## config.mk

```make
export PLATFORM = sky130hd
export DESIGN_NAME = batt_switchover
export DESIGN_NICKNAME = d
export VERILOG_FILES = /design/src/rtl/batt_switchover.sv
export SDC_FILE = /design/constraint.sdc
export NUM_CORES = 1
export LEC_CHECK = 0
export BUFFER_PORTS_ARGS = -buffer_cell sky130_fd_sc_hd__buf_2
export CORE_MARGIN = 5
export CORE_UTILIZATION = 52
export CTS_CLUSTER_SIZE = 16
export DETAILED_ROUTE_END_ITERATION = 8
export PLACE_DENSITY = 0.78
export SLEW_MARGIN = 20
export SYNTH_ARGS = -nofsm -noshare
export SYNTH_HDL_FRONTEND = slang
export SYNTH_SLANG_ARGS = --single-unit
export TNS_END_PERCENT = 10
```

## constraint.sdc

```tcl
create_clock -name clk -period 1.45 [get_ports clk]
set_input_delay 0 -clock clk [delete_from_list [all_inputs] [get_ports clk]]
set_output_delay 0 -clock clk [all_outputs]
set_load 0.1 [all_outputs]
```

## src/rtl/batt_switchover.sv

```systemverilog
module batt_switchover #(
  parameter int VW         = 13,
  parameter int SW_BAND_MV = 10,
  parameter int PF_MV      = 4500,
  parameter int TD_MV      = 1300,
  parameter int TD_HYST_MV = 10
) (
  input  logic          clk,
  input  logic          rst_n,
  input  logic          smp_vld,
  input  logic [VW-1:0] main_mv,
  input  logic [VW-1:0] batt_mv,
  input  logic [VW-1:0] aux_mv,
  input  logic          ce_in_n,
  output logic          on_batt,
  output logic          ce_out_n,
  output logic          pfail_n,
  output logic          tdet_n
);
  localparam int CW = VW + 1;
  localparam logic [CW-1:0] BAND   = CW'(SW_BAND_MV);
  localparam logic [CW-1:0] PF_LIM = CW'(PF_MV);
  localparam logic [CW-1:0] TD_LO  = CW'(TD_MV);
  localparam logic [CW-1:0] TD_HI  = CW'(TD_MV + TD_HYST_MV);

  logic [CW-1:0] main_x, batt_x, aux_x;
  logic sel_batt_q, main_ok_q, above_batt_q, aux_low_q;

  assign main_x = {1'b0, main_mv};
  assign batt_x = {1'b0, batt_mv};
  assign aux_x  = {1'b0, aux_mv};

  wire go_batt = (main_x + BAND) <= batt_x;
  wire go_main = main_x >= (batt_x + BAND);

  always_ff @(posedge clk or negedge rst_n) begin
    if (!rst_n) begin
      sel_batt_q   <= 1'b1;
      main_ok_q    <= 1'b0;
      above_batt_q <= 1'b0;
      aux_low_q    <= 1'b0;
    end else if (smp_vld) begin
      sel_batt_q   <= sel_batt_q ? !go_main : go_batt;
      main_ok_q    <= main_x > PF_LIM;
      above_batt_q <= main_x > batt_x;
      if (aux_x < TD_LO)       aux_low_q <= 1'b1;
      else if (aux_x >= TD_HI) aux_low_q <= 1'b0;
    end
  end

  assign on_batt  = sel_batt_q;
  assign pfail_n  = main_ok_q;
  assign ce_out_n = ce_in_n | ~main_ok_q;
  assign tdet_n   = ~(aux_low_q & above_batt_q);
endmodule

```

**Word level (Yosys, flattened, before mapping)**

Cells that the tools add are included.
W data, S select, Z words.

- Input port bits: 43
- Word-level logic and storage cells: 22
- Output and inout port bits: 4
- RAM bits: 0
- Memories kept: 0
- Bits in read-only memories: 0
- Bits in latches: 0
- Flip-flop bits (word level): 4

- Reductions and logical operators: 3
- Div/mod/pow operators: 0
- Bitwise gates (word level): 4
- Magnitude comparators: 6
- Eq/ne operators: 0
- Shift-type cells: 0
- Add/subtract/negate cells: 2
- Multiplexer cells: 3
- $mul: 0

Operators with widths:

| cell | count |
|---|---|
| $add A13 B4 Y14 const B | 2 |
| $ge A13 B14 Y1 | 1 |
| $le A14 B13 Y1 | 1 |
| $ge A13 B11 Y1 const B | 1 |
| $gt A13 B13 Y1 | 1 |
| $gt A13 B13 Y1 const B | 1 |
| $lt A13 B11 Y1 const B | 1 |
| $mux W1 | 3 |
| $not A1 Y1 | 2 |
| $reduce_and A2 Y1 | 1 |
| $reduce_bool A2 Y1 | 1 |
| $and A1 B1 Y1 | 1 |
| $logic_not A1 Y1 | 1 |
| $or A1 B1 Y1 | 1 |

**Depth between registers and ports, before layout**

Gate-level depths: netlist of run 1.

- Depth after elaboration: 4
- Depth in mapped cells: 12
- Depth with buffers taken out: 12

**Worst setup path before layout of run 1**

Ideal clock, no wire load.

- Kind: input-to-reg
- From: input batt_mv[1]
- To: register sel_batt_q (netlist: on_batt)
- Setup time: 91 ps
- Setup slack: -538 ps
- Data required time: 1359 ps
- Path buffers: 0
- Cell stages on the path: 11
- Data arrival time: 1897 ps
- Path through: ha_1 nor2_1 or4_1 xnor2_1 ha_1 a21oi_1 nor2_1 a211o_1 a221oi_2 o21ai_1 o31ai_1

- Cells in the longest elaborated chain, start to end: 4
- Elaborated cells between the ends (all ways): 5
- Those cells by class: add/sub (1); order compare (2); mux (1); reduce/logical (1)

RTL lines:

| item | RTL line | source |
|---|---|---|
| start, declared | 12 | `input logic [VW-1:0] batt_mv,` |
| $add A13 B4 Y14 | 34 | `wire go_main = main_x >= (batt_x + BAND);` |
| $ge A13 B14 Y1 | 34 |  |
| $logic_not A1 Y1 | 43 | `sel_batt_q <= sel_batt_q ? !go_main : go_batt;` |
| $mux W1 (*) | 43 |  |
| end signal, assigned | 43 |  |
| end, declared | 27 | `logic sel_batt_q, main_ok_q, above_batt_q, aux_low_q;` |

Mark *: on every way between the ends. The rest lies on a longest branch, timed or not.
A chain may end at the register's enable or synchronous reset.

**Worst setup path after layout of run 1**

- From: input main_mv[1]
- To: register sel_batt_q (netlist: on_batt)

- Cells in the longest elaborated chain, start to end: 3
- Elaborated cells between the ends (all ways): 5
- Those cells by class: add/sub (1); order compare (2); mux (1); reduce/logical (1)

RTL lines:

| item | RTL line | source |
|---|---|---|
| start, declared | 11 | `input logic [VW-1:0] main_mv,` |
| $add A13 B4 Y14 or $ge A13 B14 Y1 (tied branches) | 33, 34 |  |
| $le A14 B13 Y1 or $logic_not A1 Y1 (tied branches) | 33, 43 |  |
| $mux W1 (*) | 43 |  |

Marks and branches as above.

==> results of run 1 <==
==> worst max-delay path: cells and delay by family <==
family,cells,cell delay [ps]
AO/OA/AOI/OAI,4,820
adder cells (fa/ha/maj),2,520
buffers and inverters,2,280
AND/OR/NAND/NOR,3,240
XOR/XNOR,1,140
==> final cells by class <==
| class | instances | area [um^2] |
|---|---|---|
| Sequential cell | 4 | 101 |
| Timing Repair Buffer | 95 | 612 |
| Multi-Input combinational cell | 164 | 1330 |
| Clock buffer | 4 | 26.3 |
| Inverter | 20 | 75.1 |
| Fill cell | 186 | 531 |
| Tap cell | 31 | 38.8 |
==> cell families after synthesis <==
kind of cell	synth area share [%]
and+or+nand+nor	19.1
AOI/OAI and AO/OA	22.9
adders and majority gates	33.7
xor gates and xnor gates	12.1
buffers and inverters	5.19
DFF	7.00
==> how the worst min path moves through the flow <==
stage                       start      endpoint  depth (start not counted)
after floorplan             rst_n  above_batt_q                          0
after detailed placement    rst_n     aux_low_q                          1
after global routing      smp_vld       on_batt                          3
final                     smp_vld       on_batt                          3
after CTS                 smp_vld       on_batt                          3
after global placement      rst_n     aux_low_q                          1
==> synth_stat cells, drive strengths merged, types with 2 or more instances <==
cell type	n
a21o	2
a21oi	16
dfrtp	3
ha	39
inv	20
nand2	14
nand2b	3
nand3	5
nand4	8
nor2	16
nor2b	3
nor3	4
o21a	2
o21ai	7
o31ai	3
o41ai	3
xnor2	17
xor2	3
==> power by group <==
group | switching (W) | internal [W] | total [W] | leakage [nW]
combinational | 0.000443 | 0.000337 | 0.000780 | 1.06
sequential | 0.0000197 | 0.000142 | 0.000161 | 0.0476
clock | 0.0000686 | 0.000105 | 0.000173 | 0.0150
total | 0.000531 | 0.000584 | 0.00111 | 1.13
==> registers in the layout, summed over array words and instances (netlist names) <==
| signal | cells |
|---|---|
| on_batt | 1 |
| pfail_n | 1 |
| aux_low_q | 1 |
| above_batt_q | 1 |
==> repair_timing <==
| item | CTS | global route |
|---|---|---|
| pin swaps | 7 | 3 |
| hold buffers | 1 | 0 |
| setup endpoints to repair | 1 | 2 |
| endpoints found under the hold margin | 4 | 0 |
| gates resized for setup | 6 | 6 |
==> routing by layer <==
layer | share of wire [%] | up-vias | track usage [%]
met3 | 5.8 | 21 | 3.60
li1 | - | 895 | -
met5 | 0 | - | 0
met4 | 5.3 | 0 | 15.9
met2 | 50 | 67 | 40.7
met1 | 39 | 772 | 25.7
==> cell usage in the layout, fill, tap and decap left out, types with 2 or more instances in the layout <==
cell      synthesis  final
buf_2             0     43
nand2_1          14     14
nand2b_1          3      3
nand4_1           8      8
nor2_2            0      2
buf_4             0     50
dfrtp_1           3      3
o41ai_1           3      3
inv_1            20     19
nor2b_1           3      3
nand3_1           5      5
a21o_1            2      2
clkbuf_4          0      3
o31ai_1           3      3
xnor2_1          17     16
o21a_1            2      2
o21ai_0           6      6
nor3_1            4      3
ha_1             39     38
nor2_1           16     14
a21oi_1          16     14
xor2_1            3      3
==> per-stage QoR <==
stage          std cells  TNS [ps]  util [%]  setup WS [ps]  instance area, um^2
2_1_floorplan        188      -785         -           -519                 1460
3_3_place_gp         313      -844      77.3           -678                 2090
3_5_place_dp         313      -963      77.3           -770                 2090
4_1_cts              318      -368      79.5           -368                 2150
5_1_grt              318      -512      80.4           -489                 2180
6_report             318      -394      80.4           -394                 2180
==> flow_metrics.tcl, run 1 <==
set metrics [dict create \
    status "complete, but fails checks" \
    violations "setup timing" \
    viasPerCell 5.52 \
    die_h_um 62.8 \
    wire_per_inst_um 14.2 \
    yosys_warnings 0 \
    track_usage_pct 23.4 \
    overflow 0 \
    drc 0 \
    drtAntennaViolNets 0 \
    syn_area_um2 1450 \
    maxSlewHeadroom_pct 67.7 \
    path_max_fanout 4 \
    synth_edf_count 0 \
    p_leak_nw 1.13 \
    antenna_found_initial 0 \
    n_antenna_cell 0 \
    cts_tree "yes" \
    htreeDepth 1 \
    r2r_cells 5 \
    ios 47 \
    grt_max_degree 8 \
    io_buffers 45 \
    cp.required_ps 1630 \
    cpMostUsedCell "ha_1" \
    hold_violations 0 \
    syn_nets 270 \
    drive_gt1_share_pct 38.3 \
    rsz0062_at_grt "true" \
    worstSkewPairLatency_ps 250 \
    grt_pass1_vias 1786 \
    fin_crit_sh_pct 127 \
    vdd_drop_max_mv 0.526 \
    drv_cap 0 \
    slew_violations 0 \
    arrival_ps 2020 \
    async_flop_share_pct 100 \
    setup_viol 1 \
    ys.flop_type "dfrtp_1" \
    coreArea_um2 2710 \
    ys_types 39 \
    ys_ff_latch 4 \
    synth_area_leaders "ha_1 (34%), xnor2_1 (10%), a21oi_1 (5.5%), dfrtp_1 (5.2%), inv_1 (5.2%)" \
    routed_wl_um 4520 \
    hold_class "in2reg" \
    path_clk_slew_ps 50 \
    synthCells 188 \
    hpwl_um 3870 \
    routabilityCongestion 0.882 \
    seq_area_frac_synth_pct 7.00 \
    cts_sinks 4 \
    initialDrtViolationCount 69 \
    synth_top_area_share_pct 33.7 \
    fin_ws_ps -394 \
    area_growth_syn_to_layout_pct 50.6 \
    clock-root-buffer "clkbuf_4" \
    die_width_um 62.8 \
    vias 1755 \
    tightest_slew_ps 488 \
    critical_path.endpoint_type "flop" \
    cpPeakStageDelay_ps 300 \
    path_cells "buf_2, ha_1, o2111ai_2, buf_4, nor2_1, xor2_1, ha_1, nand2_1, o21ai_0, nand2b_1, a32oi_1, o31ai_1" \
    max_freq_mhz 542 \
    crit_path_top_delay_cell "ha_1" \
    p_per_area_nw_per_um2 511 \
    fin_skew_ps 0 \
    crit_type "in2reg" \
    crit_path_start "main_mv[1]" \
    initial_utilization_pct 53.4 \
    worstReg2RegStart "aux_low_q" \
    die_area_um2 3940 \
    std_cell_rows 19 \
    cts_buffer_depth 2 \
    rr_endpoint "aux_low_q" \
    endpoint "on_batt" \
    post-cts-setup-buffer-count 0 \
    total_power_w 0.00111 \
    yosysTopAreaCell "ha_1" \
    holdWs_ps 38.8 \
    syn_avg_cell_area_um2 7.70 \
    cts_buffers 3 \
    dr.pass1.iters 4 \
    grt_pass1_wl_um 7570 \
    finish.net_count 370 \
    reg2reg_slack_ps 230 \
    period_minus_slack_ps 1840 \
    start_kind "input port" \
]
Note: power is estimated with default switching activity, not from simulation.
==> run 2, diff against run 1 <==
--- a/config.mk
+++ b/config.mk
@@ -10,6 +10,7 @@
 export CORE_UTILIZATION = 52
 export CTS_CLUSTER_SIZE = 16
 export DETAILED_ROUTE_END_ITERATION = 8
+export MAX_ROUTING_LAYER = met4
 export PLACE_DENSITY = 0.78
 export SLEW_MARGIN = 20
 export SYNTH_ARGS = -nofsm -noshare
==> run 2 against run 1 <==
The flow still finishes with violations (setup timing). Register-to-register slack about the same. Final area increased by 1.7%. Clock power decreased by 8%. Global-route usage decreased by 1.4 points. Sequential power increased by 3%. Worst setup slack got worse by 18 ps. Power decreased by 0.78%. Largest power group unchanged.
==> flow_metrics.tcl, run 2 (synthesis gave the netlist of run 1 again) <==
set metrics [dict create \
    status "complete, but fails checks" \
    violations "setup timing" \
    arrival_ps 2010 \
    cts_buffer_depth 2 \
    start_kind "input port" \
    fin_area_um2 2220 \
    cts_tree "yes" \
    cts_sinks 4 \
    dr.pass1.iters 4 \
    crit_type "in2reg" \
    p_sw_share_pct 47.0 \
    vias 1728 \
    ios 47 \
    path_clk_slew_ps 40 \
    pwr-share-comb_pct 70.6 \
    hold_violations 0 \
    path_max_fanout 3 \
    hpwl_um 3720 \
    dpl_cell_area_um2 2090 \
    final_common_cell "buf_4" \
    p_sw_w 0.000520 \
    tightest_slew_ps 486 \
    internal_power_w 0.000586 \
    grt_pass1_vias 1703 \
    cp.required_ps 1600 \
    grt_max_degree 8 \
    setup_viol 1 \
    n_antenna_cell 0 \
    slew_violations 0 \
    final_cells 320 \
    viasPerCell 5.40 \
    p_leak_nw 1.14 \
    grt_pass1_wl_um 7110 \
    critical_path.endpoint_type "flop" \
    track_usage_pct 22.0 \
    initial_utilization_pct 53.4 \
    drive_gt1_share_pct 39.4 \
    finish.net_count 372 \
    routabilityCongestion 0.903 \
    rsz0062_at_grt "true" \
    vdd_drop_max_mv 0.645 \
    overflow 0 \
    cts_buffers 3 \
    drc 0 \
    die_width_um 62.8 \
    fin_crit_sh_pct 128 \
    die_h_um 62.8 \
    holdWs_ps 42.2 \
    total_power_w 0.00111 \
    coreArea_um2 2710 \
    die_area_um2 3940 \
    dp.cells 312 \
    maxSlewHeadroom_pct 67.8 \
    std_cell_rows 19 \
    wire_per_inst_um 13.4 \
    htreeDepth 1 \
    drv_cap 0 \
    pwr-share-clk_pct 14.4 \
    antenna_found_initial 0 \
    routed_wl_um 4300 \
    clock-root-buffer "clkbuf_4" \
    tns_ps -412 \
    worstSkewPairLatency_ps 240 \
    filler_cell_count 179 \
    fin_ws_ps -412 \
    hold_class "in2reg" \
    p_per_area_nw_per_um2 499 \
    layout_common_cells "buf_4 (51), buf_2 (43), ha_1 (37)" \
    area_growth_syn_to_layout_pct 53.2 \
    period_minus_slack_ps 1860 \
    fin_skew_ps 0 \
    drtAntennaViolNets 0 \
    io_buffers 45 \
    seq_power_share_pct 15.0 \
    max_freq_mhz 537 \
    initialDrtViolationCount 66 \
]
-- run 2: path summary, 6_finish.rpt --
kind / from / to / slack [ps] / cells past startpoint
min: smp_vld / on_batt / 40 / 3
min in group asynchronous: rst_n / aux_low_q / 100 / 2
max: batt_mv[4] / on_batt / -410 / 11
max in group asynchronous: rst_n / on_batt / 1140 / 2
max reg2reg: aux_low_q / aux_low_q / 220 / 5
min reg2reg: pfail_n / pfail_n / 500 / 2
-- run 2: metrics by stage --
step	setup WS, ps	utilization (%)
global route	-510	81.8
floorplan	-519	-
detailed placement	-763	77.0
global placement	-701	77.0
finish	-412	81.8
CTS	-335	79.6
-- run 2: area by class of cell --
class                      instances  area (um^2)  share of cell area [%]
clock buffer                       4         26.3                    1.19
inverter                          20         75.1                    3.39
multi-input combinational        164         1350                    60.7
sequential                         4          101                    4.57
tap                               31         38.8                    1.75
timing repair buffer              97          631                    28.4
-- run 2: power by group through the flow --
stage / Sequential (W) / Clock [W] / Combinational [W]
6_report: 0.000166 / 0.000160 / 0.000781
4_1_cts: 0.000161 / 0.000161 / 0.000761
3_3_place_gp: 0.000162 / 0 / 0.000727
5_1_grt: 0.000167 / 0.000170 / 0.000855
3_5_place_dp: 0.000162 / 0 / 0.000744
2_1_floorplan: 0.000267 / 0 / 0.000341
-- run 2: repair_timing --
item / CTS / global route
pin swaps: 7 / 4
buffers inserted: 0 / 3
cloned: 0 / 0
gates resized for setup: 9 / 6
hold buffers: 1 / 0
endpoints found under the setup margin: 2 / 2
hold endpoints to repair: 4 / 0
-- run 2: metal layers --
layer | routed length [um] | share of wire [%] | track usage [%] | vias to the layer above
met1 | 1860 | 43 | 25.9 | 765
li1 | - | - | - | 898
met4 | 119 | 2.8 | 10.3 | 0
met2 | 2160 | 50 | 38.1 | 53
met5 | 0 | 0 | - | -
met3 | 158 | 3.7 | 1.08 | 12
-- run 2: critical path: stages --
cell and delay (ps):
buf_2 100, inv_1 50, or4_4 540, xnor2_2 140, ha_1 300, a21oi_2 140
nor2_1 50, a211o_1 230, a221oi_2 260, o21ai_1 110, o31ai_1 90
